<file path="src/rtl/i2cw_pkg.sv">
package i2cw_pkg;
  localparam logic [4:0] ADDR_TOP = 5'b11001;

  localparam logic [7:0] IX_RUN  = 8'h00;
  localparam logic [7:0] IX_EN   = 8'h01;
  localparam logic [7:0] IX_CFG1 = 8'h03;
  localparam logic [7:0] IX_CFG2 = 8'h04;
  localparam logic [7:0] IX_RAMP = 8'h05;
  localparam logic [7:0] IX_MARK = 8'h06;
  localparam logic [7:0] IX_PWM0 = 8'h07;
  localparam logic [7:0] IX_DUPD = 8'h10;
  localparam logic [7:0] IX_T0   = 8'h11;
  localparam logic [7:0] IX_T13  = 8'h1A;
  localparam logic [7:0] IX_T4   = 8'h1D;
  localparam logic [7:0] IX_TUPD = 8'h26;
  localparam logic [7:0] IX_RST  = 8'hFF;

  typedef enum logic [1:0] {L_IDLE, L_RX, L_ACK, L_SKIP} link_st_t;
  typedef enum logic [1:0] {B_ADDR, B_IDX, B_DATA} byte_ph_t;
endpackage

</file>
<file path="src/rtl/i2cw_sync.sv">
module i2cw_sync #(
  parameter int STAGES = 2
) (
  input  logic clk,
  input  logic rst_n,
  input  logic scl_in,
  input  logic sda_in,
  output logic scl_lvl,
  output logic sda_lvl,
  output logic scl_rise,
  output logic scl_fall,
  output logic start_evt,
  output logic stop_evt
);
  logic [STAGES-1:0] scl_sh_q, sda_sh_q;
  logic              scl_p_q, sda_p_q;

  always_ff @(posedge clk or negedge rst_n) begin
    if (!rst_n) begin
      scl_sh_q <= '1;
      sda_sh_q <= '1;
      scl_p_q  <= 1'b1;
      sda_p_q  <= 1'b1;
    end else begin
      scl_sh_q <= {scl_sh_q[STAGES-2:0], scl_in};
      sda_sh_q <= {sda_sh_q[STAGES-2:0], sda_in};
      scl_p_q  <= scl_sh_q[STAGES-1];
      sda_p_q  <= sda_sh_q[STAGES-1];
    end
  end

  assign scl_lvl   = scl_sh_q[STAGES-1];
  assign sda_lvl   = sda_sh_q[STAGES-1];
  assign scl_rise  = scl_lvl & ~scl_p_q;
  assign scl_fall  = ~scl_lvl & scl_p_q;
  assign start_evt = scl_lvl & scl_p_q & sda_p_q & ~sda_lvl;
  assign stop_evt  = scl_lvl & scl_p_q & ~sda_p_q & sda_lvl;
endmodule

</file>
<file path="src/rtl/i2cw_link.sv">
module i2cw_link
  import i2cw_pkg::*;
(
  input  logic       clk,
  input  logic       rst_n,
  input  logic [1:0] strap,
  input  logic       sda_lvl,
  input  logic       scl_rise,
  input  logic       scl_fall,
  input  logic       start_evt,
  input  logic       stop_evt,
  output logic       sda_oe,
  output logic       wr_stb,
  output logic [7:0] wr_idx,
  output logic [7:0] wr_data
);
  localparam logic [3:0] FULL = 4'd8;

  link_st_t   st_q, st_n;
  byte_ph_t   ph_q, ph_n;
  logic [3:0] bcnt_q, bcnt_n;
  logic [7:0] sh_q, sh_n;
  logic [7:0] idx_q, idx_n;
  logic [7:0] dat_q, dat_n;
  logic       oe_q, oe_n;
  logic       stb_q, stb_n;
  logic [7:0] my_addr;

  assign my_addr = {ADDR_TOP, strap, 1'b0};

  always_comb begin
    st_n   = st_q;
    ph_n   = ph_q;
    bcnt_n = bcnt_q;
    sh_n   = sh_q;
    idx_n  = idx_q;
    dat_n  = dat_q;
    oe_n   = oe_q;
    stb_n  = 1'b0;
    if (stop_evt) begin
      st_n = L_IDLE;
      oe_n = 1'b0;
    end else if (start_evt) begin
      st_n   = L_RX;
      ph_n   = B_ADDR;
      bcnt_n = '0;
      oe_n   = 1'b0;
    end else begin
      case (st_q)
        L_RX: begin
          if (scl_rise && bcnt_q != FULL) begin
            sh_n   = {sh_q[6:0], sda_lvl};
            bcnt_n = bcnt_q + 4'd1;
          end else if (scl_fall && bcnt_q == FULL) begin
            st_n = L_ACK;
            oe_n = 1'b1;
            case (ph_q)
              B_ADDR: if (sh_q != my_addr) begin
                st_n = L_SKIP;
                oe_n = 1'b0;
              end
              B_IDX:  idx_n = sh_q;
              default: begin
                stb_n = 1'b1;
                dat_n = sh_q;
              end
            endcase
          end
        end
        L_ACK: begin
          if (scl_fall) begin
            oe_n   = 1'b0;
            st_n   = L_RX;
            bcnt_n = '0;
            case (ph_q)
              B_ADDR:  ph_n = B_IDX;
              B_IDX:   ph_n = B_DATA;
              default: idx_n = idx_q + 8'd1;
            endcase
          end
        end
        default: ;
      endcase
    end
  end

  always_ff @(posedge clk or negedge rst_n) begin
    if (!rst_n) begin
      st_q   <= L_IDLE;
      ph_q   <= B_ADDR;
      bcnt_q <= '0;
      sh_q   <= '0;
      idx_q  <= '0;
      dat_q  <= '0;
      oe_q   <= 1'b0;
      stb_q  <= 1'b0;
    end else begin
      st_q   <= st_n;
      ph_q   <= ph_n;
      bcnt_q <= bcnt_n;
      sh_q   <= sh_n;
      idx_q  <= idx_n;
      dat_q  <= dat_n;
      oe_q   <= oe_n;
      stb_q  <= stb_n;
    end
  end

  assign sda_oe  = oe_q;
  assign wr_stb  = stb_q;
  assign wr_idx  = idx_q;
  assign wr_data = dat_q;
endmodule

</file>
<file path="src/rtl/i2cw_regfile.sv">
module i2cw_regfile
  import i2cw_pkg::*;
#(
  parameter int NCH  = 6,
  parameter int NGRP = 2
) (
  input  logic                 clk,
  input  logic                 rst_n,
  input  logic                 wr_stb,
  input  logic [7:0]           wr_idx,
  input  logic [7:0]           wr_data,
  output logic                 run_en,
  output logic [NCH-1:0]       chan_en,
  output logic [7:0]           cfg1,
  output logic                 slave_mode,
  output logic [2:0]           cur_lvl,
  output logic [2:0]           aud_gain,
  output logic [7:0]           ramp_cfg,
  output logic [7:0]           mark_cfg,
  output logic [NCH*8-1:0]     pwm_duty,
  output logic [NCH*8-1:0]     t0_time,
  output logic [NGRP*8-1:0]    t13_time,
  output logic [NCH*8-1:0]     t4_time,
  output logic                 data_upd_stb,
  output logic                 time_upd_stb,
  output logic                 dflt_stb
);
  typedef logic [NCH-1:0][7:0]  chan_arr_t;
  typedef logic [NGRP-1:0][7:0] grp_arr_t;

  logic            run_q, run_n;
  logic [NCH-1:0]  en_stg_q, en_stg_n, en_act_q, en_act_n, en_wr;
  logic [7:0]      cfg1_q, cfg1_n, ramp_q, ramp_n, mark_q, mark_n;
  logic [6:0]      cfg2_q, cfg2_n;
  chan_arr_t       pwm_stg_q, pwm_stg_n, pwm_act_q, pwm_act_n;
  chan_arr_t       t0_stg_q, t0_stg_n, t0_act_q, t0_act_n;
  chan_arr_t       t4_stg_q, t4_stg_n, t4_act_q, t4_act_n;
  grp_arr_t        t13_stg_q, t13_stg_n, t13_act_q, t13_act_n;
  logic            dstb_q, tstb_q, rstb_q;
  logic            cmd_data, cmd_time, cmd_rst;

  // enable bit of channel k sits in nibble k/3, position k%3
  for (genvar k = 0; k < NCH; k++) begin : g_enmap
    assign en_wr[k] = wr_data[(k/3)*4 + (k%3)];
  end

  assign cmd_data = wr_stb && wr_idx == IX_DUPD && wr_data == 8'h00;
  assign cmd_time = wr_stb && wr_idx == IX_TUPD && wr_data == 8'h00;
  assign cmd_rst  = wr_stb && wr_idx == IX_RST  && wr_data == 8'h00;

  always_comb begin
    run_n     = run_q;
    en_stg_n  = en_stg_q;
    en_act_n  = en_act_q;
    cfg1_n    = cfg1_q;
    cfg2_n    = cfg2_q;
    ramp_n    = ramp_q;
    mark_n    = mark_q;
    pwm_stg_n = pwm_stg_q;
    pwm_act_n = pwm_act_q;
    t0_stg_n  = t0_stg_q;
    t0_act_n  = t0_act_q;
    t13_stg_n = t13_stg_q;
    t13_act_n = t13_act_q;
    t4_stg_n  = t4_stg_q;
    t4_act_n  = t4_act_q;
    if (wr_stb) begin
      if (wr_idx == IX_RUN)  run_n    = wr_data[0];
      if (wr_idx == IX_EN)   en_stg_n = en_wr;
      if (wr_idx == IX_CFG1) cfg1_n   = wr_data;
      if (wr_idx == IX_CFG2) cfg2_n   = {wr_data[7:4], wr_data[2:0]};
      if (wr_idx == IX_RAMP) ramp_n   = wr_data;
      if (wr_idx == IX_MARK) mark_n   = wr_data;
      for (int k = 0; k < NCH; k++) begin
        if (wr_idx == IX_PWM0 + 8'(k)) pwm_stg_n[k] = wr_data;
        if (wr_idx == IX_T0 + 8'(k))   t0_stg_n[k]  = wr_data;
        if (wr_idx == IX_T4 + 8'(k))   t4_stg_n[k]  = wr_data;
      end
      for (int g = 0; g < NGRP; g++) begin
        if (wr_idx == IX_T13 + 8'(g)) t13_stg_n[g] = wr_data;
      end
    end
    if (cmd_data) begin
      en_act_n  = en_stg_q;
      pwm_act_n = pwm_stg_q;
    end
    if (cmd_time) begin
      t0_act_n  = t0_stg_q;
      t13_act_n = t13_stg_q;
      t4_act_n  = t4_stg_q;
    end
    if (cmd_rst) begin
      run_n     = 1'b0;
      en_stg_n  = '1;
      en_act_n  = '1;
      cfg1_n    = '0;
      cfg2_n    = '0;
      ramp_n    = '0;
      mark_n    = '0;
      pwm_stg_n = '0;
      pwm_act_n = '0;
      t0_stg_n  = '0;
      t0_act_n  = '0;
      t13_stg_n = '0;
      t13_act_n = '0;
      t4_stg_n  = '0;
      t4_act_n  = '0;
    end
  end

  always_ff @(posedge clk or negedge rst_n) begin
    if (!rst_n) begin
      run_q     <= 1'b0;
      en_stg_q  <= '1;
      en_act_q  <= '1;
      cfg1_q    <= '0;
      cfg2_q    <= '0;
      ramp_q    <= '0;
      mark_q    <= '0;
      pwm_stg_q <= '0;
      pwm_act_q <= '0;
      t0_stg_q  <= '0;
      t0_act_q  <= '0;
      t13_stg_q <= '0;
      t13_act_q <= '0;
      t4_stg_q  <= '0;
      t4_act_q  <= '0;
      dstb_q    <= 1'b0;
      tstb_q    <= 1'b0;
      rstb_q    <= 1'b0;
    end else begin
      run_q     <= run_n;
      en_stg_q  <= en_stg_n;
      en_act_q  <= en_act_n;
      cfg1_q    <= cfg1_n;
      cfg2_q    <= cfg2_n;
      ramp_q    <= ramp_n;
      mark_q    <= mark_n;
      pwm_stg_q <= pwm_stg_n;
      pwm_act_q <= pwm_act_n;
      t0_stg_q  <= t0_stg_n;
      t0_act_q  <= t0_act_n;
      t13_stg_q <= t13_stg_n;
      t13_act_q <= t13_act_n;
      t4_stg_q  <= t4_stg_n;
      t4_act_q  <= t4_act_n;
      dstb_q    <= cmd_data;
      tstb_q    <= cmd_time;
      rstb_q    <= cmd_rst;
    end
  end

  assign run_en       = run_q;
  assign chan_en      = en_act_q;
  assign cfg1         = cfg1_q;
  assign slave_mode   = cfg2_q[6];
  assign cur_lvl      = cfg2_q[5:3];
  assign aud_gain     = cfg2_q[2:0];
  assign ramp_cfg     = ramp_q;
  assign mark_cfg     = mark_q;
  assign pwm_duty     = pwm_act_q;
  assign t0_time      = t0_act_q;
  assign t13_time     = t13_act_q;
  assign t4_time      = t4_act_q;
  assign data_upd_stb = dstb_q;
  assign time_upd_stb = tstb_q;
  assign dflt_stb     = rstb_q;
endmodule

</file>
<file path="src/rtl/i2cw_regs_top.sv">
module i2cw_regs_top #(
  parameter int NCH     = 6,
  parameter int NGRP    = 2,
  parameter int SYNC_FF = 2
) (
  input  logic              clk,
  input  logic              rst_n,
  input  logic              scl_in,
  input  logic              sda_in,
  input  logic [1:0]        strap,
  output logic              sda_oe,
  output logic              run_en,
  output logic [NCH-1:0]    chan_en,
  output logic [7:0]        cfg1,
  output logic              slave_mode,
  output logic [2:0]        cur_lvl,
  output logic [2:0]        aud_gain,
  output logic [7:0]        ramp_cfg,
  output logic [7:0]        mark_cfg,
  output logic [NCH*8-1:0]  pwm_duty,
  output logic [NCH*8-1:0]  t0_time,
  output logic [NGRP*8-1:0] t13_time,
  output logic [NCH*8-1:0]  t4_time,
  output logic              data_upd_stb,
  output logic              time_upd_stb
);
  logic       scl_lvl, sda_lvl, scl_rise, scl_fall, start_evt, stop_evt;
  logic       wr_stb, dflt_stb;
  logic [7:0] wr_idx, wr_data;

  i2cw_sync #(.STAGES(SYNC_FF)) u_sync (
    .clk(clk), .rst_n(rst_n), .scl_in(scl_in), .sda_in(sda_in),
    .scl_lvl(scl_lvl), .sda_lvl(sda_lvl), .scl_rise(scl_rise),
    .scl_fall(scl_fall), .start_evt(start_evt), .stop_evt(stop_evt)
  );

  i2cw_link u_link (
    .clk(clk), .rst_n(rst_n), .strap(strap), .sda_lvl(sda_lvl),
    .scl_rise(scl_rise), .scl_fall(scl_fall), .start_evt(start_evt),
    .stop_evt(stop_evt), .sda_oe(sda_oe), .wr_stb(wr_stb),
    .wr_idx(wr_idx), .wr_data(wr_data)
  );

  i2cw_regfile #(.NCH(NCH), .NGRP(NGRP)) u_regs (
    .clk(clk), .rst_n(rst_n), .wr_stb(wr_stb), .wr_idx(wr_idx),
    .wr_data(wr_data), .run_en(run_en), .chan_en(chan_en), .cfg1(cfg1),
    .slave_mode(slave_mode), .cur_lvl(cur_lvl), .aud_gain(aud_gain),
    .ramp_cfg(ramp_cfg), .mark_cfg(mark_cfg), .pwm_duty(pwm_duty),
    .t0_time(t0_time), .t13_time(t13_time), .t4_time(t4_time),
    .data_upd_stb(data_upd_stb), .time_upd_stb(time_upd_stb),
    .dflt_stb(dflt_stb)
  );
endmodule

</file>
<file path="config.mk">
export PLATFORM = sky130hd
export DESIGN_NAME = i2cw_regs_top
export DESIGN_NICKNAME = d
export VERILOG_FILES = /design/src/rtl/i2cw_pkg.sv /design/src/rtl/i2cw_sync.sv /design/src/rtl/i2cw_link.sv /design/src/rtl/i2cw_regfile.sv /design/src/rtl/i2cw_regs_top.sv
export SDC_FILE = /design/constraint.sdc
export NUM_CORES = 1
export LEC_CHECK = 0
export CAP_MARGIN = 5
export CORE_MARGIN = 2
export CORE_UTILIZATION = 58
export DETAILED_ROUTE_END_ITERATION = 8
export PLACE_DENSITY_LB_ADDON = 0.05
export SYNTH_ARGS = -nofsm -noshare
export SYNTH_HDL_FRONTEND = slang
export SYNTH_SLANG_ARGS = --single-unit
</file>
<file path="constraint.sdc">
create_clock -name clk -period 5.1 [get_ports clk]
set_input_delay 0.765 -clock clk [delete_from_list [all_inputs] [get_ports clk]]
set_output_delay 0.765 -clock clk [all_outputs]
set_load 0.02 [all_outputs]
</file>
Word-level counts from Yosys, hierarchy flattened
Cells that the tools add are included.

word-level totals
  input port bits = 6
  output and inout port bits = 201
  bits in registers = 406

operators by class
  eq/ne operators = 44
  bitwise operators = 15
  reduce and logical (&&, ||, !) cells = 79
  multiplexer cells = 92
  add/sub/neg operators = 2

operators with widths
  kind                                                   count
  2-to-1 mux 48 bit                                      12
  2-to-1 mux 8 bit                                       34
  equality test 8 x 5 -> 1 bit, second input constant    12
  2-to-1 mux 16 bit                                      4
  nonzero test 2 bit                                     32
  AND reduction 2 bit                                    26
  equality test 8 x 4 -> 1 bit, second input constant    5
  equality test 8 x 3 -> 1 bit, second input constant    4
  equality test 8 x 6 -> 1 bit, second input constant    4
  2-to-1 mux 6 bit                                       5
  2-to-1 mux 7 bit                                       3
  2-to-1 mux 2 bit                                       9
  2-to-1 mux 1 bit                                       17
  logical NOT 8 bit                                      2
  case mux 8 bit (2 select lines)                        1
  AND reduction 4 bit                                    4
  2-to-1 mux 4 bit                                       3
  adder 8 x 1 -> 8 bit, second input constant            1
  equality test 8 x 1 -> 1 bit, second input constant    1
  equality test 8 x 2 -> 1 bit, second input constant    1
  equality test 8 bit, second input constant             1
  logical AND 1 bit                                      8
  inequality test 4 x 3 -> 1 bit, second input constant  2
  inequality test 4 bit, second input constant           2
  other kinds (19)                                       39

Longest topological paths before layout
  depth after elaboration = 8
  gate-level depth with buffers = 10

By module
From an unflattened synthesis, not the netlist that was laid out.

unflattened totals
  cell total of the unflattened synthesis = 1,541
  area total of the unflattened synthesis = 16,711.0 µm²

modules (own cells, without submodules)
  module        area each (µm²)  instances  cells an instance
  i2cw_regfile  14,694.1         1          1,364
  i2cw_link     1,826.8          1          167
  i2cw_sync     190.2            1          10

Worst setup path after synthesis
Ideal clock, no wire load.

  path kind = register -> register
  start = reg u_link.idx_q[1] (netlist: u_link.wr_idx[1])
  end = reg u_regs.t0_act_q (netlist bit u_regs.t0_time[0])
  cell stages (with the launch flop) = 10
  slack = 2.799 ns
  arrival time = 2.169 ns
  library setup time = 0.132 ns
  cells stage by stage = dfrtp_1 > ha_1 > and2_0 > clkbuf_1 > nand2_1 > nor3_1 > buf_2 > buf_2 > clkbuf_1 > nor2_1

on the way
  cells in the longest elaborated chain, start to end = 4
  elaborated cells between the ends (all ways) = 8

RTL lines
  element                                                                     RTL line                                RTL
  from (decl)                                                                 i2cw_link.sv:23                         logic [7:0] idx_q, idx_n;
  from (signal assigned)                                                      i2cw_link.sv:102                        idx_q <= idx_n;
  equality test 8 bit / equality test 8 x 6 -> 1 bit (equally long branches)  i2cw_regfile.sv:49, i2cw_regfile.sv:48
  logical AND 1 bit, on equally long branches (2 in a row)                    i2cw_regfile.sv:49, i2cw_regfile.sv:48
  2-to-1 mux 48 bit / nonzero test 2 bit (equally long branches)              n/a
  to (signal assigned)                                                        i2cw_regfile.sv:142                     t0_act_q <= t0_act_n;
  to (decl)                                                                   i2cw_regfile.sv:36                      chan_arr_t t0_stg_q, t0_stg_n, t0_act_q, t0_act_n;

Several ways; a longest one is shown, not always the timed one.
A chain may end at the register's enable or synchronous reset.

Worst setup path after layout
  start = reg u_link.idx_q[1] (netlist: u_link.wr_idx[1])
  end = reg u_regs.t4_stg_q[1] in the netlist's numbering

on the way
  cells in the longest elaborated chain, start to end = 5
  elaborated cells between the ends (all ways) = 8

RTL lines
  element                               RTL line             RTL
  equality test 8 bit                   i2cw_regfile.sv:49   assign cmd_rst = wr_stb && wr_idx == IX_RST && wr_data == 8'h00;
  logical AND 1 bit (2 in a row)        i2cw_regfile.sv:49
  nonzero test 2 bit (no source line)   n/a
  AND reduction 2 bit (no source line)  n/a
  to (signal assigned)                  i2cw_regfile.sv:145  t4_stg_q <= t4_stg_n;
  to (decl)                             i2cw_regfile.sv:37   chan_arr_t t4_stg_q, t4_stg_n, t4_act_q, t4_act_n;

Several ways; a longest one is shown, not always the timed one.

==> metrics.yaml <==
outcome: "completed"
overflow: 0
yosysMostFrequentCell: "dfrtp_1"
slew-limit-headroom_pct: 22.4
first_iter_violations: 1006
clk_latency_ns: 0.54
synth-seq-area-share_pct: 62.2
synth.distinct_cells: 52
yosysTopAreaCell: "dfrtp_1"
cp-start-kind: "flop"
wirelength_um: 41300
clkSinkCount: 406
dp_hpwl_um: 24700
critPathArrivalTime_ns: 3.47
avgSynthCellArea_um2: 10.7
fmax_mhz: 327
peakVddDrop_mv: 0.295
drv_cap: 0
ys.flop_type: "dfrtp_1"
vias: 12100
ys_top_cells_by_area: "dfrtp_1 (59%), nand2_1 (8.0%), mux2i_1 (7.0%), a22o_1 (4.2%), nor2_1 (3.5%)"
period_needed_ns: 3.05
whs_ns: 0.264
postCtsResizedCells: 0
ys_ff_latch: 406
synth-async-reset-ratio_pct: 100
start_util_pct: 58.9
drt_first_pass_iters: 5
setup_ws_ns: 2.05
fin_setup_tns_ns: 0
grt_pass1_vias: 11900
worst_slew_pin_slew_ns: 1.15
p_sw_w: 0.00184
drive_gt1_share_pct: 7.67
crit_buf_inv: 1
place_congestion: 0.879
critPathTopFamily: "simple AND/OR/NAND/NOR gates"
cts_max_level: 2
fp.dieW_um: 172
cts_tree: "yes"
synthCells: 1531
clockBufferDepth: 3
dieHeight_um: 172
drc_errors: 0
crit_chain: "ha_1 -> and2_0 -> nand2_1 -> or3_2 -> buf_4 -> o21ai_2 -> mux2_2"
grt_pass1_wl_um: 65100
n_antenna_cell: 0
dp_slack_ns: 2.12
wl_per_cell_um: 19.7
hold_viol_final: 0
max_stage_delay_ns: 0.45
syn_nets: 1545
r2r-end: "u_regs.t4_stg_q[1]"
synth_edf_count: 0
clock_skew_ns: 0.0127
yosysTopAreaCellShare_pct: 59.3
core_um2: 27800
syn_area_um2: 16400
cts_root_buf: "clkbuf_16"
utilization_pct: 72.0
die_area_um2: 29600
post_cts_buffers: 0
p_leak_nw: 10.3
row_count: 61
ios: 207
p_int_w: 0.00533
swShare_pct: 25.6
seq_power_share_pct: 48.4
path_clk_slew_ns: 0.06
ys_warn_count: 0
port_buffers: 206
vias_per_cell: 5.77
m1WireLength_um: 18200
power_density_nw_per_um2: 359
crit_cells: 7
grt_antenna_before_repair: 0
cts_buffers: 41
area_growth_pct: 22.2
nets: 1711
cp-end-kind: "flop"
grt_max_degree: 167
p_comb_share_pct: 10.1
synth_common_cells: "dfrtp_1 (388), nand2_1 (350), nor2_1 (153)"
grt.total_usage_pct: 28.4
topRoutingLayerUsed: "met4"
cp_slowest_cell: "dfrtp_1"
ant_nets: 0
routed-wl-met2_um: 19500
worstPathMaxFanout: 85
rsz0062_at_grt: "no"
drv_slew: 0
required_ns: 5.52
r2r_start: "u_link.wr_idx[1]"
postCtsHoldBufs: 0
power_w: 0.00717
criticalPathCategory: "reg2reg"
reg2reg_slack_ns: 2.05
r2r_cells: 7
power_frac_clock_pct: 41.5
setup_viol: 0
worstHoldPathType: "in2async"
route.met3.wl_um: 2680
min_period_over_period_pct: 59.9
==> worst max path at each step <==
stage          slack, ns            endpoint        startpoint
2_1_floorplan       2.80   u_regs.t0_time[0]  u_link.wr_idx[1]
3_3_place_gp        2.22  u_regs.t4_stg_q[5]  u_link.wr_idx[1]
3_5_place_dp        2.12  u_regs.t4_stg_q[4]  u_link.wr_idx[1]
4_1_cts             2.11  u_regs.t4_stg_q[1]  u_link.wr_idx[1]
5_1_grt             1.91  u_regs.t4_stg_q[6]  u_link.wr_idx[1]
6_report            2.05  u_regs.t4_stg_q[1]  u_link.wr_idx[1]
==> logic make-up (layout without fill, tap and decap cells) <==
kind of cell / Yosys count / in the layout / share of synthesized area (%)
multiplexers: 139 / 139 / 8.68
AND/OR/NAND/NOR: 664 / 664 / 17.0
AO/OA/AOI/OAI: 201 / 201 / 8.41
flip-flops: 406 / 406 / 62.2
buffers and inverters: 111 / 302 / 3.00
adder cells (fa/ha/maj): 8 / 8 / 0.611
XOR/XNOR: 2 / 2 / 0.107
==> routing by layer <==
| layer | vias up | GRT usage (%) |
|---|---|---|
| li1 | 5529 | - |
| met1 | 6100 | 41.1 |
| met2 | 425 | 44.8 |
| met3 | 73 | 4.78 |
| met4 | 0 | 8.07 |
| met5 | - | 0 |
==> sequential cells by signal, indices dropped and copies added, names as in the netlist, 4 cells and up <==
signal and cells:
u_link.wr_data 8, u_regs.cfg2_q 7, u_regs.t0_time 48, u_regs.chan_en 6, u_regs.t0_stg_q 48, u_link.sh_q 8, u_regs.cfg1 8, u_regs.en_stg_q 6
u_regs.t4_stg_q 48, u_link.bcnt_q 4, u_regs.t4_time 48, u_regs.pwm_stg_q 48, u_regs.mark_cfg 8, u_regs.pwm_duty 48, u_regs.t13_stg_q 16, u_link.wr_idx 8
u_regs.t13_time 16, u_regs.ramp_cfg 8
==> cells in the final DEF (no fill, tap or decap), types with 3 or more instances in the layout <==
cell	instances
clkbuf_1	9
nand3_1	108
or2_2	3
nand2b_1	6
ha_1	8
nand4_1	3
nor3_1	9
dfstp_2	18
and3_1	3
nor2_1	153
a22o_1	79
o21ai_0	45
clkbuf_8	6
bufinv_16	3
dfrtp_1	388
mux2_2	24
a211oi_1	3
buf_12	5
nor2b_1	4
a2bb2oi_1	3
buf_4	12
mux2i_1	115
clkbuf_16	43
clkinv_2	5
a21oi_1	53
nand2_1	350
nor4_1	5
clkdlybuf4s50_1	205
inv_1	11
==> power by group through the flow <==
stage,logic (W),clock network (W),registers [W]
2_1_floorplan,0.000505,0,0.00344
5_1_grt,0.000804,0.00314,0.00348
4_1_cts,0.000721,0.00301,0.00346
6_report,0.000725,0.00298,0.00347
3_5_place_dp,0.000715,0,0.00352
3_3_place_gp,0.000707,0,0.00351
==> metrics by stage <==
stage | instance area, µm² | std cells
6_report | 20000 | 2100
3_3_place_gp | 18700 | 2032
5_1_grt | 20000 | 2100
2_1_floorplan | 16400 | 1531
3_5_place_dp | 18700 | 2032
4_1_cts | 20000 | 2100
==> layout make-up <==
class,instances,area [µm²]
Multi-Input combinational cell,1014,5720
Fill cell,2072,7780
Timing Repair Buffer,223,2260
Inverter,11,41.3
Tap cell,378,473
Clock inverter,10,133
Clock buffer,58,1190
Sequential cell,406,10200
==> worst reg2reg max path: cells and delay by family (launching register included) <==
| family | cells | cell delay [ns] |
|---|---|---|
| AOI/OAI and AO/OA | 1 | 0.41 |
| adders and majority gates | 1 | 0.32 |
| buffers and inverters | 1 | 0.41 |
| DFF | 1 | 0.45 |
| muxes | 1 | 0.39 |
| and+or+nand+nor | 3 | 0.95 |
Note: power is estimated with default switching activity, not from simulation.
